## config.mk

```make
export PLATFORM = sky130hd
export DESIGN_NAME = asram_ctrl
export DESIGN_NICKNAME = d
export VERILOG_FILES = /design/src/rtl/asram_pkg.sv /design/src/rtl/asram_control.sv /design/src/rtl/asram_datapath.sv /design/src/rtl/asram_ctrl.sv
export SDC_FILE = /design/constraint.sdc
export NUM_CORES = 1
export LEC_CHECK = 0
export ABC_AREA = 1
export BUFFER_PORTS_ARGS = -buffer_cell sky130_fd_sc_hd__buf_4
export CORE_MARGIN = 3
export CORE_UTILIZATION = 40
export DETAILED_ROUTE_END_ITERATION = 6
export PLACE_DENSITY = 0.68
export SLEW_MARGIN = 20
export SYNTH_ARGS = -nofsm -noshare
export SYNTH_HDL_FRONTEND = slang
export SYNTH_HIERARCHICAL = 1
export SYNTH_SLANG_ARGS = --single-unit
```

## constraint.sdc

```tcl
create_clock -name clk -period 2.02 [get_ports clk]
set_clock_uncertainty 0.1 [all_clocks]
set_input_delay 0.606 -clock clk [delete_from_list [all_inputs] [get_ports clk]]
set_output_delay 0.606 -clock clk [all_outputs]
set_load 0.03 [all_outputs]
```

## src/rtl/asram_pkg.sv

```systemverilog
package asram_pkg;

  typedef enum logic [2:0] {
    ST_IDLE,
    ST_TURN,
    ST_SETUP,
    ST_ACCESS,
    ST_HOLD
  } ctlState_t;

  // Strobes from the sequencer to the datapath
  typedef struct packed {
    logic load;     // take host request into the holding registers
    logic selOn;    // both chip selects and enabled lanes active
    logic weOn;     // write strobe active
    logic oeOn;     // output enable active
    logic driveOn;  // drive the write data bus
    logic capture;  // sample the read bus
  } memStrobe_t;

  function automatic int unsigned nsToCycles(input int unsigned ns,
                                             input int unsigned periodNs);
    int unsigned c;
    c = (ns + periodNs - 1) / periodNs;
    if (c == 0) c = 1;
    return c;
  endfunction

  function automatic int unsigned maxOf2(input int unsigned a,
                                         input int unsigned b);
    return (a > b) ? a : b;
  endfunction

endpackage

```

## src/rtl/asram_control.sv

```systemverilog
module asram_control
  import asram_pkg::*;
#(
  parameter int unsigned WR_CYC = 14,
  parameter int unsigned RD_CYC = 14,
  parameter int unsigned TA_CYC = 5
) (
  input  logic       clk,
  input  logic       rstN,
  input  logic       hostReq,
  input  logic       hostWrite,
  output memStrobe_t strobe,
  output logic       hostAck
);

  localparam int unsigned MAX_CYC = maxOf2(maxOf2(WR_CYC, RD_CYC), TA_CYC);
  localparam int unsigned CNT_W   = $clog2(MAX_CYC + 1);

  ctlState_t        state;
  logic [CNT_W-1:0] cnt;
  logic             opWrite;
  logic             lastRead;

  always_ff @(posedge clk or negedge rstN) begin
    if (!rstN) begin
      state    <= ST_IDLE;
      cnt      <= '0;
      opWrite  <= 1'b0;
      lastRead <= 1'b0;
    end else begin
      unique case (state)
        ST_IDLE: begin
          if (hostReq) begin
            opWrite <= hostWrite;
            if (hostWrite && lastRead) begin
              state <= ST_TURN;
              cnt   <= CNT_W'(TA_CYC);
            end else begin
              state <= ST_SETUP;
            end
          end
        end
        ST_TURN: begin
          if (cnt == CNT_W'(1)) state <= ST_SETUP;
          else                  cnt   <= cnt - CNT_W'(1);
        end
        ST_SETUP: begin
          cnt   <= opWrite ? CNT_W'(WR_CYC) : CNT_W'(RD_CYC);
          state <= ST_ACCESS;
        end
        ST_ACCESS: begin
          if (cnt == CNT_W'(1)) state <= ST_HOLD;
          else                  cnt   <= cnt - CNT_W'(1);
        end
        ST_HOLD: begin
          lastRead <= !opWrite;
          state    <= ST_IDLE;
        end
        default: state <= ST_IDLE;
      endcase
    end
  end

  always_comb begin
    strobe         = '0;
    strobe.load    = (state == ST_IDLE) && hostReq;
    strobe.selOn   = (state == ST_ACCESS);
    strobe.weOn    = (state == ST_ACCESS) && opWrite;
    strobe.oeOn    = (state == ST_ACCESS) && !opWrite;
    strobe.driveOn = opWrite && ((state == ST_SETUP) || (state == ST_ACCESS) ||
                                 (state == ST_HOLD));
    strobe.capture = (state == ST_ACCESS) && !opWrite && (cnt == CNT_W'(1));
  end

  assign hostAck = (state == ST_HOLD);

endmodule

```

## src/rtl/asram_datapath.sv

```systemverilog
module asram_datapath
  import asram_pkg::*;
#(
  parameter int unsigned ADDR_W = 18,
  parameter int unsigned DATA_W = 16,
  localparam int unsigned LANES = DATA_W / 8
) (
  input  logic              clk,
  input  logic              rstN,
  input  memStrobe_t        strobe,
  input  logic [ADDR_W-1:0] hostAddr,
  input  logic [DATA_W-1:0] hostWdata,
  input  logic [LANES-1:0]  hostMask,
  output logic [DATA_W-1:0] hostRdata,
  output logic [ADDR_W-1:0] memAddr,
  output logic              memCs1N,
  output logic              memCs2,
  output logic [LANES-1:0]  memBcN,
  output logic              memWeN,
  output logic              memOeN,
  output logic [DATA_W-1:0] memDqOut,
  input  logic [DATA_W-1:0] memDqIn,
  output logic              memDqOe
);

  logic [ADDR_W-1:0] addrReg;
  logic [DATA_W-1:0] wdataReg;
  logic [LANES-1:0]  laneReg;
  logic [DATA_W-1:0] rdataReg;
  logic [DATA_W-1:0] capData;

  always_ff @(posedge clk or negedge rstN) begin
    if (!rstN) begin
      addrReg  <= '0;
      wdataReg <= '0;
      laneReg  <= '0;
    end else if (strobe.load) begin
      addrReg  <= hostAddr;
      wdataReg <= hostWdata;
      laneReg  <= hostMask;
    end
  end

  // Masked-off lanes return zero
  always_comb begin
    for (int i = 0; i < LANES; i++) begin
      capData[i*8 +: 8] = laneReg[i] ? memDqIn[i*8 +: 8] : 8'h00;
    end
  end

  always_ff @(posedge clk or negedge rstN) begin
    if (!rstN)               rdataReg <= '0;
    else if (strobe.capture) rdataReg <= capData;
  end

  assign hostRdata = rdataReg;
  assign memAddr   = addrReg;
  assign memCs1N   = !strobe.selOn;
  assign memCs2    = strobe.selOn;
  assign memBcN    = ~(laneReg & {LANES{strobe.selOn}});
  assign memWeN    = !strobe.weOn;
  assign memOeN    = !strobe.oeOn;
  assign memDqOut  = wdataReg;
  assign memDqOe   = strobe.driveOn;

endmodule

```

## src/rtl/asram_ctrl.sv

```systemverilog
module asram_ctrl
  import asram_pkg::*;
#(
  parameter int unsigned ADDR_W        = 18,
  parameter int unsigned DATA_W        = 16,
  parameter int unsigned CLK_PERIOD_NS = 5,
  parameter int unsigned CYCLE_NS      = 70,
  parameter int unsigned WE_PULSE_NS   = 55,
  parameter int unsigned SEL_SETUP_NS  = 60,
  parameter int unsigned DATA_SETUP_NS = 35,
  parameter int unsigned OE_ACCESS_NS  = 35,
  parameter int unsigned OE_RELEASE_NS = 25,
  localparam int unsigned LANES = DATA_W / 8
) (
  input  logic              clk,
  input  logic              rstN,
  input  logic              hostReq,
  input  logic              hostWrite,
  input  logic [ADDR_W-1:0] hostAddr,
  input  logic [DATA_W-1:0] hostWdata,
  input  logic [LANES-1:0]  hostMask,
  output logic              hostAck,
  output logic [DATA_W-1:0] hostRdata,
  output logic [ADDR_W-1:0] memAddr,
  output logic              memCs1N,
  output logic              memCs2,
  output logic [LANES-1:0]  memBcN,
  output logic              memWeN,
  output logic              memOeN,
  output logic [DATA_W-1:0] memDqOut,
  input  logic [DATA_W-1:0] memDqIn,
  output logic              memDqOe
);

  // every window is a ceiling of ns / period, at least one cycle
  localparam int unsigned WR_CYC = maxOf2(
      maxOf2(nsToCycles(WE_PULSE_NS, CLK_PERIOD_NS), nsToCycles(SEL_SETUP_NS, CLK_PERIOD_NS)),
      maxOf2(nsToCycles(DATA_SETUP_NS, CLK_PERIOD_NS), nsToCycles(CYCLE_NS, CLK_PERIOD_NS)));
  localparam int unsigned RD_CYC = maxOf2(nsToCycles(CYCLE_NS, CLK_PERIOD_NS),
                                          nsToCycles(OE_ACCESS_NS, CLK_PERIOD_NS));
  localparam int unsigned TA_CYC = nsToCycles(OE_RELEASE_NS, CLK_PERIOD_NS);

  memStrobe_t strobe;

  asram_control #(
    .WR_CYC(WR_CYC),
    .RD_CYC(RD_CYC),
    .TA_CYC(TA_CYC)
  ) u_control (
    .clk      (clk),
    .rstN     (rstN),
    .hostReq  (hostReq),
    .hostWrite(hostWrite),
    .strobe   (strobe),
    .hostAck  (hostAck)
  );

  asram_datapath #(
    .ADDR_W(ADDR_W),
    .DATA_W(DATA_W)
  ) u_datapath (
    .clk      (clk),
    .rstN     (rstN),
    .strobe   (strobe),
    .hostAddr (hostAddr),
    .hostWdata(hostWdata),
    .hostMask (hostMask),
    .hostRdata(hostRdata),
    .memAddr  (memAddr),
    .memCs1N  (memCs1N),
    .memCs2   (memCs2),
    .memBcN   (memBcN),
    .memWeN   (memWeN),
    .memOeN   (memOeN),
    .memDqOut (memDqOut),
    .memDqIn  (memDqIn),
    .memDqOe  (memDqOe)
  );

endmodule

```

== Word-level counts from Yosys, hierarchy flattened ==
Index checks and enable logic that the tools add are counted.

* Flip-flop bits (word level): 61
* Input bits: 56
* Output and inout bits: 58
* Word-level logic and storage cells: 50

* $add $sub $neg: 1
* Eq/ne operators: 10
* Multiplexer cells: 11
* Bitwise logic cells: 2
* Reductions and logical operators: 18

{| class="wikitable"
|+ Operators by type and width
! kind !! number
|-
| 8-bit two-way mux || 2
|-
| 4-bit two-way mux || 3
|-
| 3-bit one-hot mux with 4 select lines || 1
|-
| 4-bit one-hot mux with 3 select lines || 1
|-
| 3-bit two-way mux || 3
|-
| 3-bit by 2-bit equality test with 1-bit output, second input constant || 2
|-
| 1-bit logical AND || 6
|-
| 2-bit by 1-bit != test with 1-bit output, second input constant || 3
|-
| 4-bit by 1-bit equality test with 1-bit output, second input constant || 1
|-
| 1-bit zero test || 4
|-
| 2-bit != test, second input constant || 2
|-
| 4-bit AND reduction || 1
|-
| 4-bit by 1-bit subtractor with 4-bit output, second input constant || 1
|-
| 3-bit by 1-bit equality test with 1-bit output, second input constant || 1
|-
| 3-bit equality test, second input constant || 1
|-
| 3-bit zero test || 1
|-
| 3-bit AND reduction || 1
|-
| 3-bit nonzero test || 1
|-
| 2-bit bitwise AND || 1
|-
| 1-bit logical OR || 2
|-
| 2-bit two-way mux || 1
|-
| 2-bit NOT || 1
|-
| 2-bit AND reduction || 1
|-
| 2-bit OR reduction || 1
|}

== Longest topological paths before layout ==
Gate-level depths: netlist (run 1).

* Word-level depth: 4
* Gate-level depth with buffers: 10
* Depth with buffers taken out: 8

== Modules after synthesis ==
The synthesis (run 1) kept the hierarchy.

{| class="wikitable"
|+ By module, submodules not included
! module !! instances !! cells each !! area an instance (um^2) !! sequential area each (um^2)
|-
| asram_datapath || 1 || 229 || 2103.3 || 1301.2
|-
| asram_control || 1 || 81 || 566.8 || 225.2
|}

== Worst setup path after synthesis (run 1) ==
No wires, ideal clock.

* Path kind: register to output
* Start: register u_control.state[2]
* End: output memDqOe
* Arrival time: 1.109 ns
* Required time: 1.314 ns
* Setup slack: 0.205 ns
* Cell stages (with the launch flop): 7
* Path buffers: 1
* Path through: dfrtp_1 -> inv_1 -> nand2_1 -> nor2_4 -> inv_1 -> a31oi_1 -> buf_4

{| class="wikitable"
|+ RTL lines
! what !! RTL line !! source
|-
| start, declared || asram_control.sv:19 || <nowiki>ctlState_t state;</nowiki>
|-
| start signal, assigned || asram_control.sv:26 || <nowiki>state <= ST_IDLE;</nowiki>
|-
| start signal, assigned || asram_control.sv:36 || <nowiki>state <= ST_TURN;</nowiki>
|-
| start signal, assigned || asram_control.sv:39 || <nowiki>state <= ST_SETUP;</nowiki>
|-
| end, declared || asram_ctrl.sv:32 || <nowiki>output logic memDqOe</nowiki>
|}

== Final worst setup path (run 1) ==
* Start: register u_control.state[0]
* End: output memDqOe

* Word-level cells in the longest chain between the ends: 4
* Elaborated cells on any way between the ends: 6
* Classes of those cells: 3 x eq/ne; 3 x reduce/logical

{| class="wikitable"
|+ RTL lines
! what !! RTL line !! source
|-
| 3-bit by 2-bit equality test with 1-bit output || asram_control.sv:70 || <nowiki>strobe.driveOn = opWrite && ((state == ST_SETUP) || (state == ST_ACCESS) ||</nowiki>
|-
| 1-bit logical OR || asram_control.sv:70 ||
|-
| 1-bit logical OR * || asram_control.sv:70 ||
|-
| 1-bit logical AND * || asram_control.sv:70 ||
|}

Mark *: on every way between the ends. The rest lies on a longest branch, timed or not.

==> results.py, run 1 <==
metrics = {
    "sta": {
        "min_period_ns": 2.07,
        "setup_slack_ns": -0.0454,
        "maxSlewViolCount": 0,
        "finalHoldViolCount": 0,
        "tightest_slew_ns": 0.405,
        "fmax_mhz": 484,
        "rsz0062_at_grt": "yes",
        "period_share": 1.02,
        "max-slew-margin-rel": 0.730,
        "tns_ns": -0.0454,
        "setup_viol": 1,
    },
    "global_route": {
        "grt_first_pass_wirelength_um": 10300,
        "busiest_layer": "met2",
        "antenna_found_initial": 0,
        "use_met2": 0.284,
        "grtUsageMet1": 0.213,
        "grt_pass1_vias": 2306,
        "overflow": 0,
        "grt_usage": 0.172,
        "use_met3": 0.0348,
        "grt_max_degree": 62,
    },
    "cells_and_area": {
        "nets": 489,
        "diodes": 0,
        "drive_above_1_share": 0.382,
        "fillers": 597,
        "area_delta_synth_final_pct": 43.9,
    },
    "yosys": {
        "synth_nets": 368,
        "ys_types": 22,
        "synthesis.area_um2": 2670,
        "yosysTopAreaCellShare": 0.572,
        "seq_area_frac_synth": 0.572,
        "synth.most_common_cell": "nand2_1",
        "ys.warnings.count": 6,
        "synth-seq-cells": 61,
        "synth_largest_area_cell": "dfrtp_1",
        "async_flop_share": 1.00,
        "synthCells": 310,
        "synth.area.top_cells": "dfrtp_1 (57%), nand2_1 (23%), nand3_1 (3.7%)",
        "syn_avg_cell_area_um2": 8.61,
        "ys_top_cells_by_count": "nand2_1 (162), dfrtp_1 (61), nand3_1 (20)",
        "synth-main-ff-cell": "dfrtp_1",
        "synth_edf_count": 0,
    },
    "worst_setup_path": {
        "path_max_fanout": 5,
        "r2r_slack_ns": 0.35,
        "required_ns": 1.31,
        "crit_chain": "nor2_2, nand2_2, a31oi_1, buf_4",
        "cp-end-kind": "output port",
        "max_stage_delay_ns": 0.43,
        "cp_data_arrival_time_ns": 1.36,
        "critPathKind": "flip-flop to output port",
        "start_kind": "flip-flop",
        "crit_slowest_cell": "dfrtp_1",
    },
    "clock_network": {
        "clk_root_buffer_cell": "clkbuf_8",
        "cts_inserted_buffers": 9,
        "numClockSinks": 61,
        "clock_path_buffers": 2,
        "cts_tree": "done",
        "clk_pin_slew_ns": 0.07,
        "h-tree-depth": 3,
        "holdBufCountCts": 0,
        "clkLatencyLatePin_ns": 0.32,
    },
    "run_status": {
        "status": "finished, violations left",
        "failed_checks": "setup timing",
    },
    "floorplanning": {
        "num_io_pins": 114,
        "rows": 29,
        "fp.dieH_um": 87.7,
        "initial_utilization": 0.416,
        "fp.coreArea_um2": 6420,
        "fp.dieW_um": 87.7,
        "die_area_um2": 7690,
    },
    "drt": {
        "initialDrtViolationCount": 112,
        "vias": 2343,
        "viasPerCell": 4.58,
        "drt_first_pass_iters": 4,
        "finalWirelength_um": 6330,
        "routedWlPerCell_um": 12.4,
        "ant_nets": 0,
        "drc": 0,
    },
    "pwr": {
        "powerDensity_nw_per_um2": 1860,
        "worst_ir_drop_vdd_uv": 880,
        "power.leakage_nw": 2.15,
    },
    "run": {
        "max_cap_violations": 0,
    },
    "place": {
        "io_buffers": 113,
        "hpwl_um": 4430,
        "globalplace.congestion": 0.835,
        "dp_slack_ns": 0.192,
    },
    "min_path": {
        "min_path_type": "primary input to asynchronous set/reset pin",
    },
}
-- where the power goes --
| group | total [mW] | switching [mW] | internal (mW) |
|---|---|---|---|
| Sequential | 2.26 | 0.429 | 1.83 |
| Clock | 1.16 | 0.443 | 0.720 |
| Combinational | 3.72 | 2.32 | 1.40 |
-- state kept, by name, indices dropped and copies added (netlist names) --
register / count
u_datapath/memAddr: 18
u_datapath/hostRdata: 16
u_control/opWrite: 1
u_datapath/memDqOut: 16
u_datapath/laneReg: 2
u_control/lastRead: 1
u_control/state: 3
u_control/cnt: 4
-- critical path, delay by kind of cell, from the launching register on --
family	cells	cell delay (ns)
compound gates	1	0.17
buf+inv	1	0.18
flops	1	0.43
simple gates	2	0.25
-- cells in the final DEF, fill, tap and decap left out, types with 2 or more instances in the layout --
master,n
nor2_2,3
nand2_2,15
o21ai_0,5
inv_2,2
buf_4,116
ha_1,2
clkbuf_8,10
nor2_4,3
nand2_1,157
dfrtp_1,61
inv_1,15
bufinv_16,2
nand3_1,20
buf_6,7
nor2_1,5
-- final timing paths --
check | startpoint | to | cells after the start
max | u_control/state[0] | memDqOe | 4
min | rstN | u_datapath/memAddr[13] | 2
max reg2reg | u_control/state[0] | u_datapath/memAddr[12] | 7
min reg2reg | u_datapath/memDqOut[11] | u_datapath/memDqOut[11] | 2
max in group asynchronous | rstN | u_control/lastRead | 2
min in group clk | u_datapath/memDqOut[11] | u_datapath/memDqOut[11] | 2
-- metal layers --
layer / wire (µm) / share of wire
met2: 3090 / 0.49
met5: 0 / 0
met1: 2730 / 0.43
met4: 133 / 0.021
met3: 375 / 0.059
-- cell type report --
class / count / area, µm² / area share
inverter: 19 / 81.3 / 0.0212
tap: 77 / 96.3 / 0.0251
clock buffer: 11 / 141 / 0.0368
timing repair buffer: 124 / 970 / 0.252
clock inverter: 4 / 72.6 / 0.0189
sequential: 61 / 1530 / 0.397
multi-input combinational: 216 / 955 / 0.248
-- cell families after synthesis --
group           count (synthesis)  share of synthesized area
simple gates                  205                      0.317
flops                          61                      0.572
buf+inv                        33                     0.0811
compound gates                  9                     0.0206
fa+ha+maj                       2                    0.00937
-- metrics by stage --
step	utilization	hold WS, ns	power (mW)	area [µm²]	std cells
final	0.598	0.154	7.14	3840	512
after floorplan	-	0.210	4.59	2670	310
after CTS	0.596	0.165	7.17	3830	511
after global placement	0.552	0.355	5.78	3540	491
after detailed placement	0.552	0.360	5.83	3540	491
after global routing	0.598	0.168	7.67	3840	512
-- repair_timing --
| item | CTS | global route |
|---|---|---|
| resized for setup | 12 | 3 |
| pin swaps | 2 | 1 |
| setup endpoints to repair | 7 | 7 |
| setup buffers | 5 | 1 |
No activity file was read; power rests on OpenSTA's default activity.
==> run 2, diff against run 1 <==
--- a/config.mk
+++ b/config.mk
@@ -10,6 +10,7 @@
 export CORE_MARGIN = 3
 export CORE_UTILIZATION = 40
 export DETAILED_ROUTE_END_ITERATION = 6
+export MAX_ROUTING_LAYER = met4
 export PLACE_DENSITY = 0.68
 export SLEW_MARGIN = 20
 export SYNTH_ARGS = -nofsm -noshare
==> run 2 against run 1 <==
Against the previous run:
- the flow still finishes with violations (setup timing)
- sequential share of layout area stayed put
- via count hardly changed
- critical path type unchanged
- core utilization stayed put
- maximum frequency hardly changed
- routed wire length hardly changed
- register-to-register slack hardly changed
- non-clock buffer count stayed put
- cell count stayed put
- setup slack hardly changed
- highest routed layer unchanged
- die area stayed put
- combinational power hardly changed
- largest power group unchanged
==> results.py, run 2 (synthesis results as in run 1) <==
metrics = {
    "sta": {
        "min_period_ns": 2.07,
        "setup_viol": 1,
        "max-slew-margin-rel": 0.730,
        "tightest_slew_ns": 0.405,
        "finalHoldViolCount": 0,
        "fin_hold_ws_ns": 0.154,
        "maxSlewViolCount": 0,
        "rsz0062_at_grt": "yes",
        "period_share": 1.02,
        "setup_slack_ns": -0.0455,
        "fmax_mhz": 484,
    },
    "cells_and_area": {
        "largest_reg_flops": 18,
        "area_delta_synth_final_pct": 43.9,
        "layout_common_cells": "nand2_1 (157), buf_4 (116), dfrtp_1 (61)",
        "multiInputGateArea_um2": 955,
        "final-seq-area_um2": 1530,
        "drive_above_1_share": 0.382,
        "fillers": 597,
        "nets": 489,
        "diodes": 0,
        "final_common_cell": "nand2_1",
        "final_cell_area_um2": 3840,
    },
    "drt": {
        "routedWlPerCell_um": 12.4,
        "ant_nets": 0,
        "viasPerCell": 4.57,
        "drt_first_pass_iters": 4,
        "drc": 0,
        "finalWirelength_um": 6330,
        "initialDrtViolationCount": 126,
        "vias": 2341,
    },
    "clock_network": {
        "cts_tree": "done",
        "clkLatencyLatePin_ns": 0.32,
        "cts_inserted_buffers": 9,
        "clk_pin_slew_ns": 0.07,
        "h-tree-depth": 3,
        "numClockSinks": 61,
        "clock_path_buffers": 2,
        "holdBufCountCts": 0,
        "clk_root_buffer_cell": "clkbuf_8",
    },
    "global_route": {
        "grt_first_pass_wirelength_um": 10300,
        "grt_usage": 0.177,
        "grtUsageMet1": 0.215,
        "use_met2": 0.284,
        "overflow": 0,
        "use_met3": 0.0310,
        "grt_max_degree": 62,
        "busiest_layer": "met2",
        "antenna_found_initial": 0,
        "grt_pass1_vias": 2306,
    },
    "min_path": {
        "min_path_type": "primary input to asynchronous set/reset pin",
    },
    "place": {
        "hpwl_um": 4430,
        "io_buffers": 113,
        "globalplace.congestion": 0.848,
        "dp_slack_ns": 0.192,
        "placed_area_um2": 3540,
    },
    "worst_setup_path": {
        "cp_data_arrival_time_ns": 1.36,
        "start_kind": "flip-flop",
        "critPathKind": "flip-flop to output port",
        "cp-end-kind": "output port",
        "required_ns": 1.31,
        "path_max_fanout": 5,
    },
    "floorplanning": {
        "rows": 29,
        "fp.coreArea_um2": 6420,
        "die_area_um2": 7690,
        "fp.dieW_um": 87.7,
        "fp.dieH_um": 87.7,
        "initial_utilization": 0.416,
        "num_io_pins": 114,
    },
    "run_status": {
        "failed_checks": "setup timing",
        "status": "finished, violations left",
    },
    "pwr": {
        "powerDensity_nw_per_um2": 1860,
        "power.leakage_nw": 2.15,
        "worst_ir_drop_vdd_uv": 880,
    },
    "run": {
        "max_cap_violations": 0,
    },
}
run 2: report_power, final:
group | total, mW | internal [mW] | switching [mW]
sequential | 2.26 | 1.83 | 0.429
clock | 1.16 | 0.720 | 0.443
combinational | 3.72 | 1.40 | 2.32
total | 7.14 | 3.95 | 3.19
run 2: metrics by stage:
| step | util | std cells | setup TNS [ns] | power (mW) |
|---|---|---|---|---|
| final | 0.598 | 512 | -0.0455 | 7.14 |
| after global routing | 0.598 | 512 | -0.528 | 7.67 |
| after CTS | 0.596 | 511 | -0.0627 | 7.17 |
| after detailed placement | 0.552 | 491 | 0 | 5.83 |
| after global placement | 0.552 | 491 | 0 | 5.78 |
| after floorplan | - | 310 | 0 | 4.59 |
run 2: critical path, stage by stage, from the launching register on:
cell	delay, ns
dfrtp_1	0.43
nor2_2	0.15
nand2_2	0.10
a31oi_1	0.17
buf_4	0.18
run 2: final cells by class:
| class | instances | share of cell area |
|---|---|---|
| timing repair buffer | 124 | 0.252 |
| tap | 77 | 0.0251 |
| inverter | 19 | 0.0212 |
| sequential | 61 | 0.397 |
| clock inverter | 4 | 0.0189 |
| multi-input combinational | 216 | 0.248 |
| clock buffer | 11 | 0.0368 |
run 2: path summary, 6_finish.rpt:
path                       slack [ns]                    start  depth (start not counted)                      end
max                             -0.05       u_control/state[0]                          4                  memDqOe
min                              0.15                     rstN                          2   u_datapath/memAddr[13]
max reg2reg                      0.35       u_control/state[0]                          7   u_datapath/memAddr[12]
min reg2reg                      0.37  u_datapath/memDqOut[11]                          2  u_datapath/memDqOut[11]
max in group asynchronous        1.40                     rstN                          2       u_control/lastRead
min in group clk                 0.37  u_datapath/memDqOut[11]                          2  u_datapath/memDqOut[11]
run 2: timing repair:
item,in CTS,in global routing
resized for setup,12,3
endpoints found under the setup margin,7,7
pin swaps,2,1
buffers inserted,5,1
run 2: metal layers:
| metal | vias up | routed length, µm |
|---|---|---|
| li1 | 1182 | - |
| met1 | 1076 | 2750 |
| met2 | 71 | 3090 |
| met3 | 12 | 350 |
| met4 | 0 | 134 |
| met5 | - | 0 |
